<file path="config.mk">
export PLATFORM = sky130hd
export DESIGN_NAME = bcast_write_seq
export DESIGN_NICKNAME = d
export VERILOG_FILES = /design/src/rtl/bws_pkg.sv /design/src/rtl/bws_req_hold.sv /design/src/rtl/bws_cycle_ctr.sv /design/src/rtl/bws_ctrl.sv /design/src/rtl/bcast_write_seq.sv
export SDC_FILE = /design/constraint.sdc
export NUM_CORES = 1
export LEC_CHECK = 0
export BUFFER_PORTS_ARGS = -buffer_cell sky130_fd_sc_hd__buf_2
export CAP_MARGIN = 20
export CORE_ASPECT_RATIO = 0.8
export CORE_MARGIN = 5
export CORE_UTILIZATION = 46
export DETAILED_ROUTE_END_ITERATION = 16
export HOLD_SLACK_MARGIN = 0.08
export PLACE_DENSITY = 0.79
export SLEW_MARGIN = 5
export SYNTH_ARGS = -nofsm -noshare
export SYNTH_HDL_FRONTEND = slang
export SYNTH_SLANG_ARGS = --single-unit
</file>
<file path="constraint.sdc">
create_clock -name clk -period 1.9 [get_ports clk]
set_input_delay 0.095 -clock clk [delete_from_list [all_inputs] [get_ports clk]]
set_output_delay 0.095 -clock clk [all_outputs]
set_load 0.01 [all_outputs]
</file>
<file path="src/rtl/bws_pkg.sv">
package bws_pkg;
  typedef enum logic {
    BWS_IDLE   = 1'b0,
    BWS_ACTIVE = 1'b1
  } bws_state_e;
endpackage

</file>
<file path="src/rtl/bws_req_hold.sv">
module bws_req_hold #(
  parameter int ADDR_W = 16,
  parameter int DATA_W = 32
) (
  input  logic              clk,
  input  logic              rst_n,
  input  logic              load,
  input  logic [ADDR_W-1:0] in_addr,
  input  logic [DATA_W-1:0] in_data,
  input  logic              in_wait,
  output logic [ADDR_W-1:0] q_addr,
  output logic [DATA_W-1:0] q_data,
  output logic              q_wait
);
  logic [ADDR_W-1:0] addr_d;
  logic [DATA_W-1:0] data_d;
  logic              wait_d;

  always_comb begin
    addr_d = q_addr;
    data_d = q_data;
    wait_d = q_wait;
    if (load) begin
      addr_d = in_addr;
      data_d = in_data;
      wait_d = in_wait;
    end
  end

  always_ff @(posedge clk or negedge rst_n) begin
    if (!rst_n) begin
      q_addr <= '0;
      q_data <= '0;
      q_wait <= 1'b0;
    end else begin
      q_addr <= addr_d;
      q_data <= data_d;
      q_wait <= wait_d;
    end
  end
endmodule

</file>
<file path="src/rtl/bws_cycle_ctr.sv">
module bws_cycle_ctr #(
  parameter int MIN_CYCLES = 3
) (
  input  logic clk,
  input  logic rst_n,
  input  logic clr,
  input  logic en,
  output logic at_first,
  output logic at_last
);
  localparam int CW = (MIN_CYCLES > 1) ? $clog2(MIN_CYCLES) : 1;
  localparam logic [CW-1:0] LAST = CW'(MIN_CYCLES - 1);

  logic [CW-1:0] cnt_q;
  logic [CW-1:0] cnt_d;

  assign at_first = (cnt_q == '0);
  assign at_last  = (cnt_q == LAST);

  always_comb begin
    cnt_d = cnt_q;
    if (clr) cnt_d = '0;
    else if (en && !at_last) cnt_d = cnt_q + 1'b1;
  end

  always_ff @(posedge clk or negedge rst_n) begin
    if (!rst_n) cnt_q <= '0;
    else        cnt_q <= cnt_d;
  end
endmodule

</file>
<file path="src/rtl/bws_ctrl.sv">
module bws_ctrl
  import bws_pkg::*;
(
  input  logic clk,
  input  logic rst_n,
  input  logic req_valid,
  input  logic ack_in,
  input  logic wait_q,
  input  logic at_first,
  input  logic at_last,
  output logic load,
  output logic busy,
  output logic done,
  output logic ack_oe
);
  bws_state_e state_q, state_d;

  assign busy   = (state_q == BWS_ACTIVE);
  assign load   = (state_q == BWS_IDLE) && req_valid;
  assign ack_oe = busy && (!wait_q || at_last);
  assign done   = busy && ack_in && ((at_first && !wait_q) || at_last);

  always_comb begin
    state_d = state_q;
    unique case (state_q)
      BWS_IDLE:   if (req_valid) state_d = BWS_ACTIVE;
      BWS_ACTIVE: if (done)      state_d = BWS_IDLE;
      default:                   state_d = BWS_IDLE;
    endcase
  end

  always_ff @(posedge clk or negedge rst_n) begin
    if (!rst_n) state_q <= BWS_IDLE;
    else        state_q <= state_d;
  end

  // strobe only inside a write, and the write ends right after it
  assert_done_in_write_R5: assert property (@(posedge clk) disable iff (!rst_n)
    done |-> busy);
  assert_idle_after_done_R5: assert property (@(posedge clk) disable iff (!rst_n)
    done |=> !busy);
  // the wait window keeps the acknowledge line unused
  assert_wait_window_R3: assert property (@(posedge clk) disable iff (!rst_n)
    (busy && wait_q && !at_last) |-> (!ack_oe && !done));
endmodule

</file>
<file path="src/rtl/bcast_write_seq.sv">
module bcast_write_seq #(
  parameter int ADDR_W     = 16,
  parameter int DATA_W     = 32,
  parameter int MIN_CYCLES = 3
) (
  input  logic              clk,
  input  logic              rst_n,
  input  logic              wait_en,
  input  logic              req_valid,
  input  logic [ADDR_W-1:0] req_addr,
  input  logic [DATA_W-1:0] req_data,
  input  logic              ack_in,
  output logic [ADDR_W-1:0] bus_addr,
  output logic [DATA_W-1:0] bus_data,
  output logic              bus_we,
  output logic              addr_oe,
  output logic              data_oe,
  output logic              ack_oe,
  output logic              busy,
  output logic              done
);
  logic load;
  logic wait_q;
  logic at_first;
  logic at_last;

  bws_req_hold #(.ADDR_W(ADDR_W), .DATA_W(DATA_W)) u_hold (
    .clk     (clk),
    .rst_n   (rst_n),
    .load    (load),
    .in_addr (req_addr),
    .in_data (req_data),
    .in_wait (wait_en),
    .q_addr  (bus_addr),
    .q_data  (bus_data),
    .q_wait  (wait_q)
  );

  bws_cycle_ctr #(.MIN_CYCLES(MIN_CYCLES)) u_ctr (
    .clk      (clk),
    .rst_n    (rst_n),
    .clr      (load),
    .en       (busy),
    .at_first (at_first),
    .at_last  (at_last)
  );

  bws_ctrl u_ctrl (
    .clk       (clk),
    .rst_n     (rst_n),
    .req_valid (req_valid),
    .ack_in    (ack_in),
    .wait_q    (wait_q),
    .at_first  (at_first),
    .at_last   (at_last),
    .load      (load),
    .busy      (busy),
    .done      (done),
    .ack_oe    (ack_oe)
  );

  assign bus_we  = busy;
  assign addr_oe = busy;
  assign data_oe = busy;

  // no completion in the middle cycles of a stalled write
  assert_no_mid_done_R2: assert property (@(posedge clk) disable iff (!rst_n)
    (busy && !at_first && !at_last) |-> !done);
  // request stays on the bus until the final cycle
  assert_hold_request_R6: assert property (@(posedge clk) disable iff (!rst_n)
    (busy && !done) |=> ($stable(bus_addr) && $stable(bus_data) && busy));
  // enables low while idle
  assert_idle_quiet_R6: assert property (@(posedge clk) disable iff (!rst_n)
    !busy |-> (!bus_we && !addr_oe && !data_oe && !ack_oe));
endmodule

</file>
After elaboration in Yosys (flattened, before gate mapping) --
Cells that the tools add are included.
Word-level totals: register bits 52, latch bits 0, memory bits (writable) 0, ROM bits 0, bits of input ports 53, logic and storage cells 25, memories 0
Operators by class: add/subtract/negate cells 1, $mul 0, div/mod/pow operators 0, order comparisons 0, equal/unequal tests 1, shift operators 0, muxes and demuxes 5, bitwise gates (word level) 1, reductions and logical operators 12
Operators by type and width (number):
- 1-bit logical AND | 6
- 2-bit 2-to-1 mux | 2
- 2-bit by 1-bit adder with 2-bit output (second input constant) | 1
- 2-bit equality test (second input constant) | 1
- 1-bit zero test | 2
- 2-bit zero test | 1
- 1-bit logical OR | 2
- 1-bit 2-to-1 mux | 2
- 1-bit case mux with 2 select lines | 1
- 2-bit nonzero test | 1
- 1-bit NOT | 1

Depth between registers and ports, before layout --
depth after elaboration 6, gate-level depth with buffers 6, gate-level depth less buffers 5

Cells and area by module --
Synthesis repeated with hierarchy kept, for this count alone.
Unflattened totals: cells, all modules 128, area total of the unflattened synthesis 2105.8 µm²
Modules (own cells, without submodules):
- bws_req_hold | instances 1, cells each 103, area each 1864.3 µm², seq. area each 1226.2 µm²
- bws_cycle_ctr | instances 1, cells each 12, area each 140.1 µm², seq. area each 50.0 µm²
- bws_ctrl | instances 1, cells each 10, area each 78.8 µm², seq. area each 25.0 µm²
- bcast_write_seq | instances 1, cells each 3, area each 22.5 µm², seq. area each 0.0 µm²

Worst setup path after synthesis --
OpenSTA, ideal clock, no wires.
kind register -> register, start register u_ctrl.state_q, in the netlist u_ctrl.busy, end register u_hold.q_addr[0], arrival time 1264 ps, setup slack 511 ps, cell stages (with the launch flop) 6, buffers on the path 3, path through dfrtp_1 buf_6 nor2b_4 buf_12 buf_12 mux2_4
On the way: cells in the longest elaborated chain, start to end 2
RTL lines:
- from (decl) | line bws_ctrl.sv:16 | bws_state_e state_q, state_d;
- from (signal assigned) | line bws_ctrl.sv:34 | else state_q <= state_d;
- 1-bit NOT | line bws_ctrl.sv:19 | assign load = (state_q == BWS_IDLE) && req_valid;
- 1-bit logical AND | line bws_ctrl.sv:19
- to (signal assigned) | line bws_req_hold.sv:36 | q_addr <= addr_d;
- to (decl) | line bws_req_hold.sv:11 | output logic [ADDR_W-1:0] q_addr,
No other way between the ends. A chain may end at the register's enable or synchronous reset.

Worst setup path after layout --
start register u_ctr.cnt_q[0], end output port done
On the way: cells in the longest elaborated chain, start to end 4
RTL lines:
- from (decl) | line bws_cycle_ctr.sv:14 | logic [CW-1:0] cnt_q;
- from (signal assigned) | line bws_cycle_ctr.sv:28 | else cnt_q <= cnt_d;
- 2-bit zero test | line bws_cycle_ctr.sv:17 | assign at_first = (cnt_q == '0);
- 1-bit logical AND | line bws_ctrl.sv:21 | assign done = busy && ack_in && ((at_first && !wait_q) || at_last);
- 1-bit logical OR * | line bws_ctrl.sv:21
- 1-bit logical AND * | line bws_ctrl.sv:21
- to (decl) | line bcast_write_seq.sv:20 | output logic done
Every way passes the cells marked *; elsewhere a longest branch is shown, timed or not.

==> summary.txt <==
STA
----------------------------------------------------------------------------------
Unrepaired setup endpoints after global routing                                 no
Peak clock frequency supported by timing                                0.6679 GHz
Final hold violation count                                                       0
Post-route setup TNS                                                          0 ns
Clock skew after layout                                                 0.01028 ns
Final hold slack                                                         0.1056 ns
Worst slew margin                                                           60.90%
Pins Over Slew Limit                                                             0
Setup violation total in the final timing report                                 0
Worst-Margin Slew                                                        0.5864 ns
Final Critical Period                                                     1.497 ns
Part of the cycle the worst path needs                                      78.80%

SETUP PATH
----------------------------------------------------------------------------------
Stages on the worst setup path                                                   5
Critical Path End                                                             done
Critical-path cell list                                               inv_1 > ha_1 > a21oi_1 > nor2_1 > buf_2
Kind of cell adding the most delay to the critical path                 flip-flops
Arrival time of the worst setup path                                       1.40 ns
Kind of start point of the critical path                                  register
Type of the setup path with the least slack                             reg -> out
Max stage delay cell, worst path                                           dfrtp_1
Minimum setup slack among reg-to-reg paths                                 0.48 ns
CP Capture Type                                                        output port
RR Startpoint                                                          u_ctrl.busy
Worst flop-to-flop path endpoint                                      u_hold.q_addr[3]
CP required                                                                1.80 ns
Worst reg-to-reg path cell count                                                 3
Largest stage delay on the critical path                                   0.38 ns
Timing startpoint of the critical path                                u_ctr.cnt_q[0]
Maximum fanout along the worst path                                              4
Buffers & Inverters on Critical Path                                             2

WORST HOLD PATH
----------------------------------------------------------------------------------
Worst Hold Class                                                         in -> reg
Hold wc startpoint                                                          ack_in

GLOBAL ROUTE
----------------------------------------------------------------------------------
Pin count of the biggest net entering global routing                            28
Total routing resource utilization after global routing                     17.78%
Wire length of the first global-routing pass                               8673 µm
Final global-route overflow total                                                0
Number of global-route vias before repair                                     1773
Antenna violations before repair                                                 0

FLOORPLANNING
----------------------------------------------------------------------------------
Die height                                                                73.33 µm
Starting Density                                                            46.86%
Number of primary I/O pins                                                     107
Std-Cell Core Area                                                        4921 µm²
Horizontal extent of the die                                              89.16 µm
Site row count                                                                  23
Overall die area                                                          6538 µm²

YOSYS
----------------------------------------------------------------------------------
Post-Synth Simple-Gate Area                                                 1.411%
Synthesized area per cell                                                17.88 µm²
Compound-cell area share of the yosys netlist                               1.791%
Synth Area in Adders                                                        1.085%
Xor and xnor fraction of the mapped netlist area                           0.3798%
Register area share after synthesis                                         56.43%
Flop and latch count out of synthesis                                           52
Synthesis Warnings                                                               0
Cell variety after synth                                                        17
Cells after synthesis                                                          129
Dominant combinational cell family by area after synthesis            multiplexers
Post-synthesis mux area share                                               31.74%
Post-Syn Area                                                             2306 µm²
Post-synth net total                                                           184

POWER
----------------------------------------------------------------------------------
Power density over the cells                                           1489 nW/µm²
Leak pwr                                                                  1.731 nW
Worst vdd rail ir drop                                                   0.9082 mV

CLOCK NETWORK
----------------------------------------------------------------------------------
TritonCTS clock tree                                                           yes
CTS Root Cell                                                             clkbuf_8
Worst-path clk slew                                                        0.09 ns
Number of clock sinks                                                           52
Number of H-tree levels                                                          2
Clock network latency to the later pin of the worst-skew pair              0.30 ns
Maximum root-to-sink buffer count                                                2
Total clock buffers created by CTS                                               5
Post-CTS Setup Repair Bufs                                                       0

PLACEMENT
----------------------------------------------------------------------------------
Placed cells                                                                   290
HPWL after detailed placement                                              3455 µm
Buffers added on ports                                                         106
Final GP Congestion                                                         0.6807

LAYOUT
----------------------------------------------------------------------------------
Sequential cell area                                                      1301 µm²
Ant diodes                                                                       0
Area occupied by multi-input gates                                       839.6 µm²
Number of non-filler instances in the completed layout                         349
Post-layout net count                                                          341
Layout fillers                                                                 326
Final core utilization                                                      70.02%
Share of final-layout standard cells stronger than drive strength 1         58.19%
Layout overhead on the synthesized area                                     49.43%

ROUTING
----------------------------------------------------------------------------------
Post-DR vias/cell                                                            4.476
DRT Wirelength                                                             5470 µm
DR iter-0 viols                                                                 36
Routed Antenna Nets                                                              0
Vias after detailed routing                                                   1562
Router iterations before antenna repair                                          3
Detailed-route DRC error count                                                   0
Avg WL per Cell                                                           15.67 µm

JOB
----------------------------------------------------------------------------------
Max Cap Violations                                                               0

STATUS
----------------------------------------------------------------------------------
Status                                                                   completed

[worst min-delay path: stages]
cell	delay, ns
buf_2	0.10
nand2_1	0.07
o22a_1	0.11
[through the flow]
stage / power [mW] / setup slack, ns / area [µm²]
floorplan: 3.577 / 0.5109 / 2306
detailed placement: 4.310 / 0.4834 / 2820
global route: 5.441 / 0.3233 / 3446
finish: 5.130 / 0.4028 / 3446
global placement: 4.234 / 0.5267 / 2820
CTS: 5.164 / 0.3935 / 3446
[sequential cells by signal, summed over array words and instances (netlist names)]
signal / count
u_ctr.cnt_q: 2
u_ctrl.busy: 1
u_hold.q_addr: 16
u_hold.q_data: 32
u_hold.q_wait: 1
[cell families (layout without fill, tap and decap cells)]
family,count (synthesis),after routing
flops,52,52
mux,49,49
buf+inv,13,171
compound gates,6,6
simple gates,6,6
fa+ha+maj,2,2
xor+xnor,1,1
[worst min-delay path by stage]
stage                                   to  cells past startpoint
after detailed placement  u_hold.q_addr[7]                      1
after floorplan             u_ctr.cnt_q[0]                      0
after CTS                      u_ctrl.busy                      3
after global placement    u_hold.q_addr[7]                      1
final                          u_ctrl.busy                      3
after global routing           u_ctrl.busy                      3
[cells in the final DEF, fill, tap and decap left out]
| cell type | instances |
|---|---|
| nor2_1 | 1 |
| dfrtp_1 | 52 |
| xnor2_1 | 1 |
| mux2_2 | 1 |
| buf_12 | 3 |
| clkinvlp_4 | 1 |
| nand2_1 | 4 |
| clkbuf_8 | 5 |
| a21oi_1 | 1 |
| inv_6 | 1 |
| nor2b_4 | 1 |
| inv_1 | 3 |
| buf_2 | 106 |
| o31ai_1 | 2 |
| o21a_1 | 1 |
| bufinv_16 | 1 |
| dlygate4sd3_1 | 51 |
| mux2_4 | 48 |
| o21ai_0 | 1 |
| ha_1 | 2 |
| o22a_1 | 1 |
[repair_timing]
| item | in CTS | in global routing |
|---|---|---|
| hold buffers | 51 | 0 |
| gates resized for setup | 0 | 0 |
| endpoints found under the setup margin | 0 | 0 |
| endpoints found under the hold margin | 77 | 0 |
[synth_stat cells (all sizes together)]
library cell	count	area (µm²)
a21oi	1	5.000
buf	10	153.9
dfrtp	52	1301
ha	2	25.02
inv	3	11.26
mux2	49	732.0
nand2	4	15.01
nor2	1	3.750
nor2b	1	13.76
o21a	1	7.510
o21ai	1	5.000
o22a	1	8.760
o31ai	2	15.01
xnor2	1	8.760
[cell type report]
cell class              count  area share, %
clock buffers               5          1.997
multi-input cells          64          24.36
flip-flops and latches     52          37.76
inverters                   3         0.3268
well taps                  62          2.251
clock inverters             3          1.344
repair buffers            160          31.95
[per-layer routing]
metal,global-route usage [%],routed length [µm],share of wire [%],vias to the layer above
met4,4.132,60,1.1,0
met2,33.12,2945,54,61
met3,4.821,384,7.0,6
li1,-,-,-,749
met5,0,0,0,-
met1,20.12,2079,38,746
[power by group]
| part | total (mW) | switching (mW) | internal, mW |
|---|---|---|---|
| logic | 2.37 | 0.960 | 1.41 |
| clock network | 0.754 | 0.357 | 0.397 |
| registers | 2.01 | 0.337 | 1.67 |
(Power assumes the default switching activity.)
